File: config.mk
export PLATFORM = sky130hd
export DESIGN_NAME = gpio_atom_port
export DESIGN_NICKNAME = d
export VERILOG_FILES = /design/src/rtl/gpio_atom_pkg.sv /design/src/rtl/gpio_atom_decode.sv /design/src/rtl/gpio_atom_modify.sv /design/src/rtl/gpio_atom_port.sv
export SDC_FILE = /design/constraint.sdc
export NUM_CORES = 1
export LEC_CHECK = 0
export BUFFER_PORTS_ARGS = -buffer_cell sky130_fd_sc_hd__buf_2
export CAP_MARGIN = 20
export CELL_PAD_IN_SITES_DETAIL_PLACEMENT = 1
export CELL_PAD_IN_SITES_GLOBAL_PLACEMENT = 1
export CORE_MARGIN = 10
export CORE_UTILIZATION = 40
export CTS_BUF_LIST = sky130_fd_sc_hd__clkbuf_8
export CTS_CLUSTER_SIZE = 40
export DETAILED_ROUTE_END_ITERATION = 8
export PLACE_DENSITY_LB_ADDON = 0.1
export SYNTH_ARGS = -nofsm -noshare
export SYNTH_HDL_FRONTEND = slang
export SYNTH_SLANG_ARGS = --single-unit
File: constraint.sdc
create_clock -name clk -period 4.1 [get_ports clk]
set_input_delay 0.82 -clock clk [delete_from_list [all_inputs] [get_ports clk]]
set_output_delay 0.82 -clock clk [all_outputs]
set_load 0.005 [all_outputs]
File: src/rtl/gpio_atom_pkg.sv
package gpio_atom_pkg;

    localparam int REG_AW = 3;

    localparam logic [REG_AW-1:0] ADR_DATA = 3'd0;
    localparam logic [REG_AW-1:0] ADR_SET  = 3'd1;
    localparam logic [REG_AW-1:0] ADR_CLR  = 3'd2;
    localparam logic [REG_AW-1:0] ADR_TGL  = 3'd3;
    localparam logic [REG_AW-1:0] ADR_SRST = 3'd4;
    localparam logic [REG_AW-1:0] ADR_MVAL = 3'd5;
    localparam logic [REG_AW-1:0] ADR_HSEL = 3'd6;

    typedef enum logic [2:0] {
        OP_NONE,
        OP_DATA,
        OP_SET,
        OP_CLR,
        OP_TGL,
        OP_SRST,
        OP_MVAL,
        OP_HSEL
    } op_e;

endpackage

File: src/rtl/gpio_atom_decode.sv
module gpio_atom_decode
    import gpio_atom_pkg::*;
(
    input  logic [REG_AW-1:0] addr,
    output op_e               op
);

    always_comb begin
        unique case (addr)
            ADR_DATA: op = OP_DATA;
            ADR_SET:  op = OP_SET;
            ADR_CLR:  op = OP_CLR;
            ADR_TGL:  op = OP_TGL;
            ADR_SRST: op = OP_SRST;
            ADR_MVAL: op = OP_MVAL;
            ADR_HSEL: op = OP_HSEL;
            default:  op = OP_NONE;
        endcase
    end

endmodule

File: src/rtl/gpio_atom_modify.sv
module gpio_atom_modify
    import gpio_atom_pkg::*;
#(
    parameter int DATA_W = 32
) (
    input  op_e               op,
    input  logic              half,
    input  logic [DATA_W-1:0] cur,
    input  logic [DATA_W-1:0] wdata,
    output logic [DATA_W-1:0] nxt
);

    localparam int HALF_W = DATA_W / 2;

    logic [HALF_W-1:0] lo_word;
    logic [HALF_W-1:0] hi_word;
    logic [DATA_W-1:0] half_nxt;

    assign lo_word = wdata[HALF_W-1:0];
    assign hi_word = wdata[DATA_W-1:HALF_W];

    // One merge unit per port half; only the selected half may change.
    for (genvar g = 0; g < 2; g++) begin : g_half
        logic [HALF_W-1:0] cur_h;
        logic [HALF_W-1:0] upd_h;

        assign cur_h = cur[g*HALF_W +: HALF_W];

        always_comb begin
            upd_h = cur_h;
            if (half == 1'(g)) begin
                if (op == OP_SRST) begin
                    // reset first, then set on top: set wins
                    upd_h = (cur_h & ~hi_word) | lo_word;
                end else if (op == OP_MVAL) begin
                    upd_h = (cur_h & ~hi_word) | (lo_word & hi_word);
                end
            end
        end

        assign half_nxt[g*HALF_W +: HALF_W] = upd_h;
    end

    always_comb begin
        unique case (op)
            OP_DATA: nxt = wdata;
            OP_SET:  nxt = cur | wdata;
            OP_CLR:  nxt = cur & ~wdata;
            OP_TGL:  nxt = cur ^ wdata;
            OP_SRST: nxt = half_nxt;
            OP_MVAL: nxt = half_nxt;
            default: nxt = cur;
        endcase
    end

endmodule

File: src/rtl/gpio_atom_port.sv
module gpio_atom_port
    import gpio_atom_pkg::*;
#(
    parameter int DATA_W = 32
) (
    input  logic                clk,
    input  logic                rst_n,
    input  logic                bus_sel,
    input  logic                bus_we,
    input  logic [REG_AW-1:0]   bus_addr,
    input  logic [DATA_W-1:0]   bus_wdata,
    output logic [DATA_W-1:0]   bus_rdata,
    output logic [DATA_W-1:0]   pin_out
);

    localparam int HALF_W = DATA_W / 2;

    op_e               op_dec;
    op_e               op_wr;
    logic              wr_fire;
    logic              rd_fire;
    logic              half_q;
    logic [DATA_W-1:0] out_q;
    logic [DATA_W-1:0] out_nxt;

    assign wr_fire = bus_sel & bus_we;
    assign rd_fire = bus_sel & ~bus_we;

    gpio_atom_decode u_decode (
        .addr (bus_addr),
        .op   (op_dec)
    );

    assign op_wr = wr_fire ? op_dec : OP_NONE;

    gpio_atom_modify #(.DATA_W(DATA_W)) u_modify (
        .op    (op_wr),
        .half  (half_q),
        .cur   (out_q),
        .wdata (bus_wdata),
        .nxt   (out_nxt)
    );

    always_ff @(posedge clk) begin
        if (!rst_n) begin
            out_q  <= '0;
            half_q <= 1'b0;
        end else begin
            out_q <= out_nxt;
            if (op_wr == OP_HSEL) begin
                half_q <= bus_wdata[0];
            end
        end
    end

    always_comb begin
        bus_rdata = '0;
        if (rd_fire) begin
            unique case (op_dec)
                OP_DATA: bus_rdata = out_q;
                OP_HSEL: bus_rdata = {{(DATA_W-1){1'b0}}, half_q};
                default: bus_rdata = '0;
            endcase
        end
    end

    assign pin_out = out_q;


    p_set_r3: assert property (@(posedge clk) disable iff (!rst_n)
        (wr_fire && op_dec == OP_SET) |=>
            ((pin_out & $past(bus_wdata)) == $past(bus_wdata)) &&
            ((pin_out & ~$past(bus_wdata)) == ($past(pin_out) & ~$past(bus_wdata))));


    p_clr_r4: assert property (@(posedge clk) disable iff (!rst_n)
        (wr_fire && op_dec == OP_CLR) |=>
            ((pin_out & $past(bus_wdata)) == '0) &&
            ((pin_out & ~$past(bus_wdata)) == ($past(pin_out) & ~$past(bus_wdata))));


    p_tgl_r5: assert property (@(posedge clk) disable iff (!rst_n)
        (wr_fire && op_dec == OP_TGL) |=>
            ((pin_out ^ $past(pin_out)) == $past(bus_wdata)));

    // set requests end high in the selected half
    p_srst_lo_r7: assert property (@(posedge clk) disable iff (!rst_n)
        (wr_fire && op_dec == OP_SRST && !half_q) |=>
            ((pin_out[HALF_W-1:0] & $past(bus_wdata[HALF_W-1:0])) == $past(bus_wdata[HALF_W-1:0])));

    p_srst_hi_r7: assert property (@(posedge clk) disable iff (!rst_n)
        (wr_fire && op_dec == OP_SRST && half_q) |=>
            ((pin_out[DATA_W-1:HALF_W] & $past(bus_wdata[HALF_W-1:0])) == $past(bus_wdata[HALF_W-1:0])));

    // the unselected half is never disturbed
    p_mval_keep_lo_r8: assert property (@(posedge clk) disable iff (!rst_n)
        (wr_fire && op_dec == OP_MVAL && half_q) |=>
            (pin_out[HALF_W-1:0] == $past(pin_out[HALF_W-1:0])));

    p_mval_keep_hi_r8: assert property (@(posedge clk) disable iff (!rst_n)
        (wr_fire && op_dec == OP_MVAL && !half_q) |=>
            (pin_out[DATA_W-1:HALF_W] == $past(pin_out[DATA_W-1:HALF_W])));


    p_alias_rd_zero_r10: assert property (@(posedge clk) disable iff (!rst_n)
        (rd_fire && op_dec != OP_DATA && op_dec != OP_HSEL) |-> (bus_rdata == '0));


    p_idle_stable_r11: assert property (@(posedge clk) disable iff (!rst_n)
        (!wr_fire) |=> $stable(pin_out));

endmodule

==> results.sh <==
export IMPL_first_global_vias=5212
export IMPL_core_area_um2=9910
export IMPL_synth_edf_count=0
export IMPL_rows=36
export IMPL_fin_crit_ps=3360
export IMPL_power_total_mw=0.920
export IMPL_min_period_over_period=0.818
export IMPL_synth_seq_area_share=0.161
export IMPL_die_area_um2=14700
export IMPL_yosysWarnings=0
export IMPL_antenna_found_initial=0
export IMPL_final_max_slew_viol_count=0
export IMPL_mostFrequentLayoutCell="buf_2"
export IMPL_crit_chain="buf_2, ha_1, nor2_1, nand3_1, a21oi_1, buf_2"
export IMPL_n_fill_cell=1275
export IMPL_min_path_cells=1
export IMPL_relSlewSlack=0.243
export IMPL_clk_latency_ps=290
export IMPL_cp_top_family="simple AND/OR/NAND/NOR gates"
export IMPL_grt_overflow_total=0
export IMPL_worstPathRequired_ps=3280
export IMPL_cts_tree="done"
export IMPL_diodes=0
export IMPL_hold_end="pin_out[14]"
export IMPL_drv_cap=0
export IMPL_route_detailed_drc=0
export IMPL_hold_violations=0
export IMPL_clock_sinks=33
export IMPL_end_kind="output port"
export IMPL_dpl_hpwl_um=12500
export IMPL_ctsHoldBuffers=0
export IMPL_final_setup_skew_ps=6.49
export IMPL_vias=4933
export IMPL_regToRegSetupSlack_ps=2430
export IMPL_min_from="pin_out[14]"
export IMPL_setup_tns_ps=0
export IMPL_ant_nets=0
export IMPL_syn_inst=536
export IMPL_place_gp_congestion=0.916
export IMPL_peakVddDrop_uv=110
export IMPL_slowest_delay_ps=710
export IMPL_clock_fmax_ghz=0.298
export IMPL_synth_async_sr_flop_share=0
export IMPL_grt_setup_unrepaired="no"
export IMPL_start_util=0.414
export IMPL_track_usage=0.231
export IMPL_hold_class="register to register"
export IMPL_rr_worst_depth=6
export IMPL_area_growth_pct=19.9
export IMPL_postLayoutCellArea_um2=4920
export IMPL_crit_fanout=10
export IMPL_r2r_end="pin_out[13]"
export IMPL_port_buffers=102
export IMPL_initialDrtViolationCount=382
export IMPL_wl_um=17600
export IMPL_num_io_pins=103
export IMPL_utilization=0.497
export IMPL_cpMaxStageDelayCell="nor2_1"
export IMPL_post_cts_buffers=0
export IMPL_clock_root_buffer="clkbuf_8"
export IMPL_grt_max_degree=32
export IMPL_htreeDepth=2
export IMPL_first_pass_iters=7
export IMPL_chipWidth_um=121
export IMPL_clk_pin_slew_ps=80
export IMPL_p_leak_nw=2.13
export IMPL_worstSetupStartpointType="primary input"
export IMPL_cts_resized=0
export IMPL_layout_drive_gt1_share=0.235
export IMPL_synth_seq_cells=33
export IMPL_cts_buffer_depth=2
export IMPL_place_area_um2=4810
export IMPL_status="complete, no violations"
export IMPL_final_cell_mix="buf_2, inv_1, ha_1, o21ai_0, dfxtp_1"
export IMPL_powerDensity_nw_per_um2=187
export IMPL_synth_main_ff_cell="dfxtp_1"
export IMPL_cp_num_buf_inv=2
export IMPL_routedWlPerCell_um=23.2
export IMPL_viasPerCell=6.50
export IMPL_syn_num_nets=643
export IMPL_worst_slew_pin_slew_ps=1140
export IMPL_syn_avg_cell_area_um2=7.66
export IMPL_nets=733
export IMPL_fin_ws_ps=744
export IMPL_numCtsBuffers=5
export IMPL_pre_cts_ws_ps=670
export IMPL_setup_violations_final=0
export IMPL_reg2reg_from="half_q"
export IMPL_crit_type="primary input to output port"
export IMPL_path_common_cell="buf_2"
export IMPL_grt_pass1_wl_um=28000
export IMPL_critPathArrivalTime_ps=2540
export IMPL_die_height_um=121
export IMPL_synth_cell_types=42
export IMPL_netlist_area_um2=4110
power by group:
part	total, mW	switching (mW)	internal, mW
Combinational	0.307	0.210	0.0974
Sequential	0.336	0.00821	0.327
Clock	0.277	0.145	0.131
through the flow:
| stage | instances | hold slack (ps) |
|---|---|---|
| after CTS | 758 | 552 |
| after floorplan | 536 | 503 |
| final | 759 | 550 |
| after global placement | 751 | 525 |
| after global routing | 759 | 578 |
| after detailed placement | 751 | 533 |
synth_stat cells (all sizes together), types with 2 or more instances:
library cell | n | share of area
clkbuf | 29 | 0.027
nor2 | 8 | 0.0091
dfxtp | 33 | 0.16
o22ai | 2 | 0.0030
a221oi | 16 | 0.034
and3 | 2 | 0.0030
or2 | 3 | 0.0046
a211oi | 16 | 0.030
a222oi | 15 | 0.037
o21a | 2 | 0.0037
nor3 | 22 | 0.027
mux2i | 2 | 0.0049
nand3 | 4 | 0.0049
nand2 | 17 | 0.016
buf | 17 | 0.021
a221o | 32 | 0.078
nor4 | 33 | 0.052
o21ai | 80 | 0.098
ha | 68 | 0.21
o211ai | 16 | 0.029
nand2b | 3 | 0.0046
inv | 68 | 0.062
a2111oi | 17 | 0.036
a21oi | 23 | 0.029
area by class of cell:
type | instances | area (um2) | share of cell area
Inverter | 68 | 255 | 0.0518
Multi-Input combinational cell | 389 | 3010 | 0.611
Clock inverter | 1 | 3.75 | 0.000762
Sequential cell | 33 | 661 | 0.134
Timing Repair Buffer | 129 | 746 | 0.151
Tap cell | 133 | 166 | 0.0338
Clock buffer | 6 | 82.6 | 0.0168
how the worst max path moves through the flow:
stage / slack, ps / cells after the start / to / from
after detailed placement: 670 / 6 / bus_rdata[25] / bus_addr[0]
after floorplan: 1210 / 6 / bus_rdata[10] / bus_addr[0]
after CTS: 660 / 6 / bus_rdata[25] / bus_addr[0]
after global placement: 790 / 6 / bus_rdata[0] / bus_addr[0]
final: 740 / 6 / bus_rdata[0] / bus_addr[0]
after global routing: 620 / 6 / bus_rdata[0] / bus_addr[0]
sequential cells by signal, summed over array words and instances (netlist names):
name / count
pin_out: 32
half_q: 1
cells by family (layout without fill, tap and decap cells):
family          Yosys count  after routing  share of synthesized area
flops                    33             33                      0.161
buf+inv                 114            204                      0.109
fa+ha+maj                68             68                      0.207
compound gates          221            221                      0.382
simple gates             98             98                      0.135
mux                       2              2                    0.00488
routing by layer:
layer | vias up | GRT usage | share of wire
met5 | - | 0 | 0
met4 | 0 | 0.0514 | 0.0099
met3 | 21 | 0.0433 | 0.068
met2 | 180 | 0.387 | 0.47
met1 | 2475 | 0.297 | 0.45
li1 | 2257 | - | -
Note: power is estimated with default switching activity, not from simulation.
